[config.mk]
export PLATFORM = sky130hd
export DESIGN_NAME = pci_cfg_xlat
export DESIGN_NICKNAME = d
export VERILOG_FILES = /design/src/rtl/pci_cfg_pkg.sv /design/src/rtl/pci_cfg_addr.sv /design/src/rtl/pci_cfg_lane.sv /design/src/rtl/pci_cfg_xlat.sv
export SDC_FILE = /design/constraint.sdc
export NUM_CORES = 1
export LEC_CHECK = 0
export BUFFER_PORTS_ARGS = -buffer_cell sky130_fd_sc_hd__buf_4
export CAP_MARGIN = 15
export CORE_MARGIN = 10
export CORE_UTILIZATION = 35
export CTS_BUF_LIST = sky130_fd_sc_hd__clkbuf_8
export CTS_CLUSTER_SIZE = 24
export DETAILED_ROUTE_END_ITERATION = 7
export GPL_TIMING_DRIVEN = 0
export PLACE_DENSITY = 0.59
export SLEW_MARGIN = 40
export SYNTH_ARGS = -nofsm -noshare
export SYNTH_HDL_FRONTEND = slang
export SYNTH_SLANG_ARGS = --single-unit
[constraint.sdc]
create_clock -name clk_i -period 2 [get_ports clk_i]
set_input_delay 0.3 -clock clk_i [delete_from_list [all_inputs] [get_ports clk_i]]
set_output_delay 0.3 -clock clk_i [all_outputs]
set_load 0.01 [all_outputs]
[src/rtl/pci_cfg_pkg.sv]
package pci_cfg_pkg;
  localparam int unsigned DW    = 32;
  localparam int unsigned BUS_W = 8;
  localparam int unsigned DEV_W = 5;
  localparam int unsigned FUN_W = 3;
  localparam int unsigned OFF_W = 8;
  localparam int unsigned SZ_W  = 3;
  localparam int unsigned REG_W = OFF_W - 2;

  typedef enum logic [1:0] {
    ST_IDLE,
    ST_RD,
    ST_WR,
    ST_RSP
  } xl_state_e;

  function automatic logic size_legal(input logic [SZ_W-1:0] sz);
    return (sz == SZ_W'(1)) || (sz == SZ_W'(2)) || (sz == SZ_W'(4));
  endfunction

  function automatic logic [DW-1:0] lane_mask(input logic [SZ_W-1:0] sz);
    case (sz)
      SZ_W'(1): return DW'(32'h0000_00FF);
      SZ_W'(2): return DW'(32'h0000_FFFF);
      default:  return '1;
    endcase
  endfunction
endpackage

[src/rtl/pci_cfg_addr.sv]
module pci_cfg_addr
  import pci_cfg_pkg::*;
#(
  parameter logic [DW-1:0] CFG_BASE  = 32'h0C00_0000,
  parameter logic [DW-1:0] WIN_MASK  = 32'hFC00_0000,
  parameter logic [DW-1:0] T0_CODE   = 32'h0000_0002,
  parameter logic [DW-1:0] T1_CODE   = 32'h0000_0003,
  parameter int unsigned   BUS0_DEVS = 16,
  parameter int unsigned   CB_DEVS   = 2
) (
  input  logic [BUS_W-1:0] bus_i,
  input  logic [DEV_W-1:0] dev_i,
  input  logic [FUN_W-1:0] func_i,
  input  logic [REG_W-1:0] reg_i,
  input  logic [SZ_W-1:0]  size_i,
  input  logic             cardbus_i,
  output logic             ok_o,
  output logic [DW-1:0]    win_o,
  output logic [DW-1:0]    addr_o
);
  localparam int unsigned SEL_BASE = 16;
  localparam int unsigned SH_W     = $clog2(DW + SEL_BASE) + 1;

  logic          type1;
  logic [DW-1:0] sel;
  logic [DW-1:0] reg_off;

  assign type1   = (bus_i != '0);
  assign reg_off = DW'({reg_i, 2'b00});

  always_comb begin
    sel = DW'(1) << (SH_W'(dev_i) + SH_W'(SEL_BASE));
    ok_o = size_legal(size_i);
    if (cardbus_i && (32'(dev_i) >= CB_DEVS)) ok_o = 1'b0;
    if (!type1 && (32'(dev_i) >= BUS0_DEVS))  ok_o = 1'b0;
    if (type1) begin
      win_o  = T1_CODE;
      addr_o = CFG_BASE | (DW'(bus_i) << 16) | (DW'(dev_i) << 11)
             | (DW'(func_i) << 8) | reg_off | DW'(1);
    end else begin
      win_o  = T0_CODE | (sel & WIN_MASK);
      addr_o = CFG_BASE | (sel & ~WIN_MASK) | (DW'(func_i) << 8) | reg_off;
    end
  end
endmodule

[src/rtl/pci_cfg_lane.sv]
module pci_cfg_lane
  import pci_cfg_pkg::*;
(
  input  logic [DW-1:0]   word_i,
  input  logic [1:0]      lane_i,
  input  logic [SZ_W-1:0] size_i,
  input  logic [DW-1:0]   data_i,
  output logic [DW-1:0]   rd_o,
  output logic [DW-1:0]   merged_o
);
  logic [4:0]    sh;
  logic [DW-1:0] m;

  assign sh = {lane_i, 3'b000};
  assign m  = lane_mask(size_i);

  always_comb begin
    rd_o     = (word_i >> sh) & m;
    merged_o = (word_i & ~(m << sh)) | ((data_i & m) << sh);
  end
endmodule

[src/rtl/pci_cfg_xlat.sv]
module pci_cfg_xlat
  import pci_cfg_pkg::*;
#(
  parameter logic [31:0] CFG_BASE  = 32'h0C00_0000,
  parameter logic [31:0] WIN_MASK  = 32'hFC00_0000,
  parameter logic [31:0] T0_CODE   = 32'h0000_0002,
  parameter logic [31:0] T1_CODE   = 32'h0000_0003,
  parameter int unsigned BUS0_DEVS = 16,
  parameter int unsigned CB_DEVS   = 2
) (
  input  logic        clk_i,
  input  logic        rst_ni,
  input  logic        cardbus_en_i,
  input  logic        req_valid_i,
  output logic        req_ready_o,
  input  logic        req_write_i,
  input  logic [7:0]  req_bus_i,
  input  logic [4:0]  req_dev_i,
  input  logic [2:0]  req_func_i,
  input  logic [7:0]  req_off_i,
  input  logic [2:0]  req_size_i,
  input  logic [31:0] req_wdata_i,
  output logic        rsp_valid_o,
  output logic        rsp_err_o,
  output logic [31:0] rsp_rdata_o,
  output logic [31:0] win_o,
  output logic        bk_valid_o,
  output logic        bk_write_o,
  output logic [31:0] bk_addr_o,
  output logic [31:0] bk_wdata_o,
  input  logic        bk_done_i,
  input  logic        bk_err_i,
  input  logic [31:0] bk_rdata_i
);
  xl_state_e       st_q;
  logic [DW-1:0]   win_q, addr_q, wd_q, rd_q;
  logic            err_q, wr_q;
  logic [1:0]      lane_q;
  logic [SZ_W-1:0] sz_q;

  logic            a_ok;
  logic [DW-1:0]   a_win, a_addr;
  logic [DW-1:0]   l_rd, l_merged;
  logic            accept;

  pci_cfg_addr #(
    .CFG_BASE (CFG_BASE),
    .WIN_MASK (WIN_MASK),
    .T0_CODE  (T0_CODE),
    .T1_CODE  (T1_CODE),
    .BUS0_DEVS(BUS0_DEVS),
    .CB_DEVS  (CB_DEVS)
  ) u_addr (
    .bus_i    (req_bus_i),
    .dev_i    (req_dev_i),
    .func_i   (req_func_i),
    .reg_i    (req_off_i[OFF_W-1:2]),
    .size_i   (req_size_i),
    .cardbus_i(cardbus_en_i),
    .ok_o     (a_ok),
    .win_o    (a_win),
    .addr_o   (a_addr)
  );

  pci_cfg_lane u_lane (
    .word_i  (bk_rdata_i),
    .lane_i  (lane_q),
    .size_i  (sz_q),
    .data_i  (wd_q),
    .rd_o    (l_rd),
    .merged_o(l_merged)
  );

  assign accept = req_valid_i && (st_q == ST_IDLE);

  always_ff @(posedge clk_i or negedge rst_ni) begin
    if (!rst_ni) begin
      st_q   <= ST_IDLE;
      win_q  <= T0_CODE;
      addr_q <= '0;
      wd_q   <= '0;
      rd_q   <= '0;
      err_q  <= 1'b0;
      wr_q   <= 1'b0;
      lane_q <= '0;
      sz_q   <= '0;
    end else begin
      unique case (st_q)
        ST_IDLE: if (accept) begin
          wr_q   <= req_write_i;
          lane_q <= req_off_i[1:0];
          sz_q   <= req_size_i;
          wd_q   <= req_wdata_i;
          rd_q   <= '0;
          if (!a_ok) begin
            err_q <= 1'b1;
            st_q  <= ST_RSP;
          end else begin
            err_q  <= 1'b0;
            win_q  <= a_win;
            addr_q <= a_addr;
            // full-word writes skip the read
            st_q   <= (req_write_i && req_size_i == SZ_W'(4)) ? ST_WR : ST_RD;
          end
        end
        ST_RD: if (bk_done_i) begin
          if (bk_err_i) begin
            err_q <= 1'b1;
            st_q  <= ST_RSP;
          end else if (wr_q) begin
            wd_q <= l_merged;
            st_q <= ST_WR;
          end else begin
            rd_q <= l_rd;
            st_q <= ST_RSP;
          end
        end
        ST_WR: if (bk_done_i) begin
          err_q <= bk_err_i;
          st_q  <= ST_RSP;
        end
        default: st_q <= ST_IDLE;
      endcase
    end
  end

  assign req_ready_o = (st_q == ST_IDLE);
  assign rsp_valid_o = (st_q == ST_RSP);
  assign rsp_err_o   = err_q;
  assign rsp_rdata_o = rd_q;
  assign win_o       = win_q;
  assign bk_valid_o  = (st_q == ST_RD) || (st_q == ST_WR);
  assign bk_write_o  = (st_q == ST_WR);
  assign bk_addr_o   = addr_q;
  assign bk_wdata_o  = wd_q;

  a_r1_bad_size_err: assert property (@(posedge clk_i) disable iff (!rst_ni)
    (req_valid_i && req_ready_o && !(req_size_i inside {3'd1, 3'd2, 3'd4}))
      |=> (rsp_valid_o && rsp_err_o && !bk_valid_o && $stable(win_o)));

  a_r2_cardbus_dev: assert property (@(posedge clk_i) disable iff (!rst_ni)
    (req_valid_i && req_ready_o && cardbus_en_i && (req_dev_i > 5'd1))
      |=> (rsp_valid_o && rsp_err_o));

  a_r3_bus0_dev: assert property (@(posedge clk_i) disable iff (!rst_ni)
    (req_valid_i && req_ready_o && (req_bus_i == 8'd0) && (req_dev_i >= 5'd16))
      |=> (rsp_valid_o && rsp_err_o));

  a_r4_t0_onehot: assert property (@(posedge clk_i) disable iff (!rst_ni)
    (bk_valid_o && !bk_addr_o[0])
      |-> (((win_o & ~WIN_MASK) == T0_CODE)
           && $onehot((win_o & WIN_MASK) | (bk_addr_o & ~WIN_MASK & 32'hFFFF_0000))));

  a_r5_t1_window: assert property (@(posedge clk_i) disable iff (!rst_ni)
    (bk_valid_o && bk_addr_o[0]) |-> (win_o == T1_CODE));

  a_r7_hold: assert property (@(posedge clk_i) disable iff (!rst_ni)
    (bk_valid_o && !bk_done_i)
      |=> (bk_valid_o && $stable(bk_addr_o) && $stable(bk_write_o)));

  a_r8_no_wb_after_err: assert property (@(posedge clk_i) disable iff (!rst_ni)
    (bk_valid_o && !bk_write_o && bk_done_i && bk_err_i) |=> !bk_valid_o);

  a_r9_idle_quiet: assert property (@(posedge clk_i) disable iff (!rst_ni)
    req_ready_o |-> (!bk_valid_o && !rsp_valid_o));

  a_r9_rsp_pulse: assert property (@(posedge clk_i) disable iff (!rst_ni)
    rsp_valid_o |=> !rsp_valid_o);
endmodule

==> metrics <==
cell area after layout 0.008592 sq mm; vias after detailed routing between 6000 and 7000; drt total wl roughly 24 mm; total core area between 0.015 and 0.02 sq mm; Worst VDD drop ~0.00073 V; Fin Clk Skew 0.01641 ns; fmax approximately 0.52 GHz; fin nets slightly below 1000; Synth Area per Inst roughly 10 sq um; crit-path cells inv_1 > ha_1 > clkbuf_4 > clkbuf_2 > o21ai_0 > a221oi_1 > o211ai_1; final max-slew violation count 0; die area 0.02366 sq mm; Slew headroom 57.81%; Final Cycle Share 96.12%; num ports roughly 230; r2r worst-path depth 7; dpl cells 1079; pwr dens about 1500 mW/mm^2; RSZ-0062 raised after global routing true; Synth async-reset ratio 100.0%; Post-synth EDFFs 0; Setup crit end kind flip-flop; crit path max-delay cell type dfrtp_1; CTS tree done; Hold/Removal Path Class in -> reg; count of final setup violators 0; Port Buffers 201; Area growth syn-to-layout 37.09%; number of max-cap violations 0; Hold EP lane_q[1]$_DFFE_PN0P_; synth top area cells dfrtp_1, o21ai_0, mux2i_1; Total Power between 0.01 and 0.015 W; antenna-violating nets left 0; Worst-Margin Slew 0.6305 ns; Die X about 150 microns; vias in the first global route roughly 6100; Hold Crit Start req_off_i[1]; gr usage total about a fifth; Clock Pin Slew Worst Setup and Hold Paths 0.12 ns; CTS Buffer Depth 2; Die Y ~150 microns; area leader, netlist dfrtp_1; area of the mapped netlist roughly 0.0063 sq mm; Synth Instances approximately 630; ys flop type dfrtp_1; DR vias/cell between 5 and 6; FP Rows 48; DRC errors left 0; H-tree depth 3; initial core utilization 35.98%; Post-DP HPWL between 15 and 20 mm; gr ovfl total 0; Hold Path Depth 3; ant diodes 0; FF-to-FF Start st_q[1]$_DFFE_PN0P_; Synth cell types 63; crit path max fanout 10; Crit Reg-Reg Endpoint bk_wdata_o[23]$_DFFE_PN0P_; worst endpoint required time 2.28 ns; leakage power about 4 nW; root buf cell clkbuf_8; Initial DRC Count ~470; Post-Route Utilization between 40 and 50%; delay-heaviest family, CP compound AO/OA/AOI/OAI gates; drt wl/cell between 20 and 25 microns; Hold WS 0.1072 ns; top cell type's share of synthesized area 42.72%; register area share after synthesis 42.72%; CP max stage delay approximately 0.43 ns; Final min period a little under 2 ns; layout cells sized above 1 between 40% and 50%; Fin. Hold Viols 0; WP data arrival roughly 2.2 ns; synth warn 0; clock latency on the worst-skew pair 0.40 ns; post-route insts no fill between 1000 and 1500; initial antenna violation count 0; Buf+Inv Stages, Crit Path 3; Worst R2R Setup Slack slightly below 0.08 ns; crit path kind reg -> reg; gp weighted congestion between 0.9 and 1; clk sinks 107; status finished, final reports clean; CTS Buf Count 9; placed instance area just over 0.008 sq mm; pin count of the biggest net entering global routing 63; CP startpoint kind flip-flop; synthesis-stage register bit count ~110; number of detailed-route iterations in the first pass 5; first-pass GRT wire length between 30 and 40 mm
==> cell usage after synthesis, types with 12 or more instances <==
cell type  number
a31oi_1        13
o21ai_0        68
o211ai_1       23
o31ai_1        13
a22o_1         20
nand2_1        62
buf_2          14
nor2_1         12
dfrtp_1       107
mux2i_1        33
clkbuf_1       27
nand2b_1       14
mux2_2         22
a21oi_1        17
buf_4          32
==> what timing repair did <==
action | 4_1_cts | 5_1_grt
gates resized for setup | 27 | 40
hold buffers | 1 | 0
setup buffers | 0 | 7
pin swaps | 0 | 3
endpoints found under the setup margin | 68 | 68
hold endpoints to repair | 45 | 0
==> metal layers <==
| metal | GRT usage [%] | wire (microns) |
|---|---|---|
| met5 | 0 | 0 |
| met4 | 6.703 | 622 |
| met3 | 6.416 | 2138 |
| met2 | 30.43 | 11190 |
| met1 | 25.45 | 10480 |
==> state kept, by name (all words and copies together), names as in the netlist <==
| register | flops |
|---|---|
| bk_addr_o | 27 |
| bk_wdata_o | 32 |
| lane_q | 2 |
| rsp_err_o | 1 |
| rsp_rdata_o | 32 |
| st_q | 2 |
| sz_q | 3 |
| win_o | 7 |
| wr_q | 1 |
==> cells in the final DEF, fill, tap and decap left out, types with 8 or more instances in the layout <==
master and count:
conb_1 29, clkbuf_1 9, or3_1 8, buf_2 10, a21o_1 8, a21oi_1 16, nand3b_1 9, o211ai_1 23
o31ai_1 13, a31oi_1 13, nor2_1 12, clkbuf_2 12, a222oi_1 8, a22o_1 20, o22ai_1 8, dfrtp_1 107
mux2_2 22, clkbuf_8 10, clkbuf_4 8, nand2b_1 14, buf_4 240, o21ai_0 66, nand2_1 62, nand3_1 10
mux2i_1 30, mux2_4 9
==> where the power goes <==
| part | switching (W) | leakage (nW) | internal [W] |
|---|---|---|---|
| Combinational | 0.00434 | 2.61 | 0.00369 |
| Clock | 0.000842 | 0.0986 | 0.000500 |
| Sequential | 0.000781 | 1.34 | 0.00308 |
==> kinds of logic after synthesis <==
kind of cell / synth area share (%)
buffers and inverters: 7.666
xor gates and xnor gates: 0.2795
muxes: 11.38
AOI/OAI and AO/OA: 23.94
and+or+nand+nor: 13.10
adders and majority gates: 0.7986
DFF: 42.72
other: 0.1198
==> how the worst max path moves through the flow <==
stage                     startpoint                           to  slack, ns  cells past startpoint
2_1_floorplan    st_q[0]$_DFFE_PN0P_    bk_wdata_o[3]$_DFFE_PN0P_       0.16                      7
3_3_place_gp     st_q[0]$_DFFE_PN0P_    bk_wdata_o[5]$_DFFE_PN0P_      -0.35                      7
6_report         st_q[1]$_DFFE_PN0P_   bk_wdata_o[23]$_DFFE_PN0P_       0.08                      7
5_1_grt          st_q[1]$_DFFE_PN0P_  rsp_rdata_o[26]$_DFFE_PN0P_      -0.04                      8
4_1_cts        lane_q[0]$_DFFE_PN0P_   bk_wdata_o[23]$_DFFE_PN0P_      0.008                      5
3_5_place_dp     st_q[0]$_DFFE_PN0P_    bk_wdata_o[7]$_DFFE_PN0P_      -0.37                      7
==> worst min-delay path: cells and delay by family <==
kind / cells / cell delay, ns
buffers and inverters: 1 / 0.08
AO/OA/AOI/OAI: 1 / 0.05
AND/OR/NAND/NOR: 1 / 0.03
==> layout make-up <==
cell class,instances,area [sq um]
fill,1688,8825
multi-input combinational,460,3296
sequential,107,2678
timing repair buffer,210,1607
buffer,79,523.0
tap,225,281.5
clock buffer,10,137.6
clock inverter,6,47.55
inverter,6,22.52
==> stage by stage <==
stage,setup TNS (ns),worst slack [ns]
6_report,0,0.07761
2_1_floorplan,0,0.1605
3_3_place_gp,-14.27,-0.3539
4_1_cts,0,0.007989
5_1_grt,-0.3090,-0.04308
3_5_place_dp,-15.23,-0.3688
Note: power is estimated with default switching activity, not from simulation.
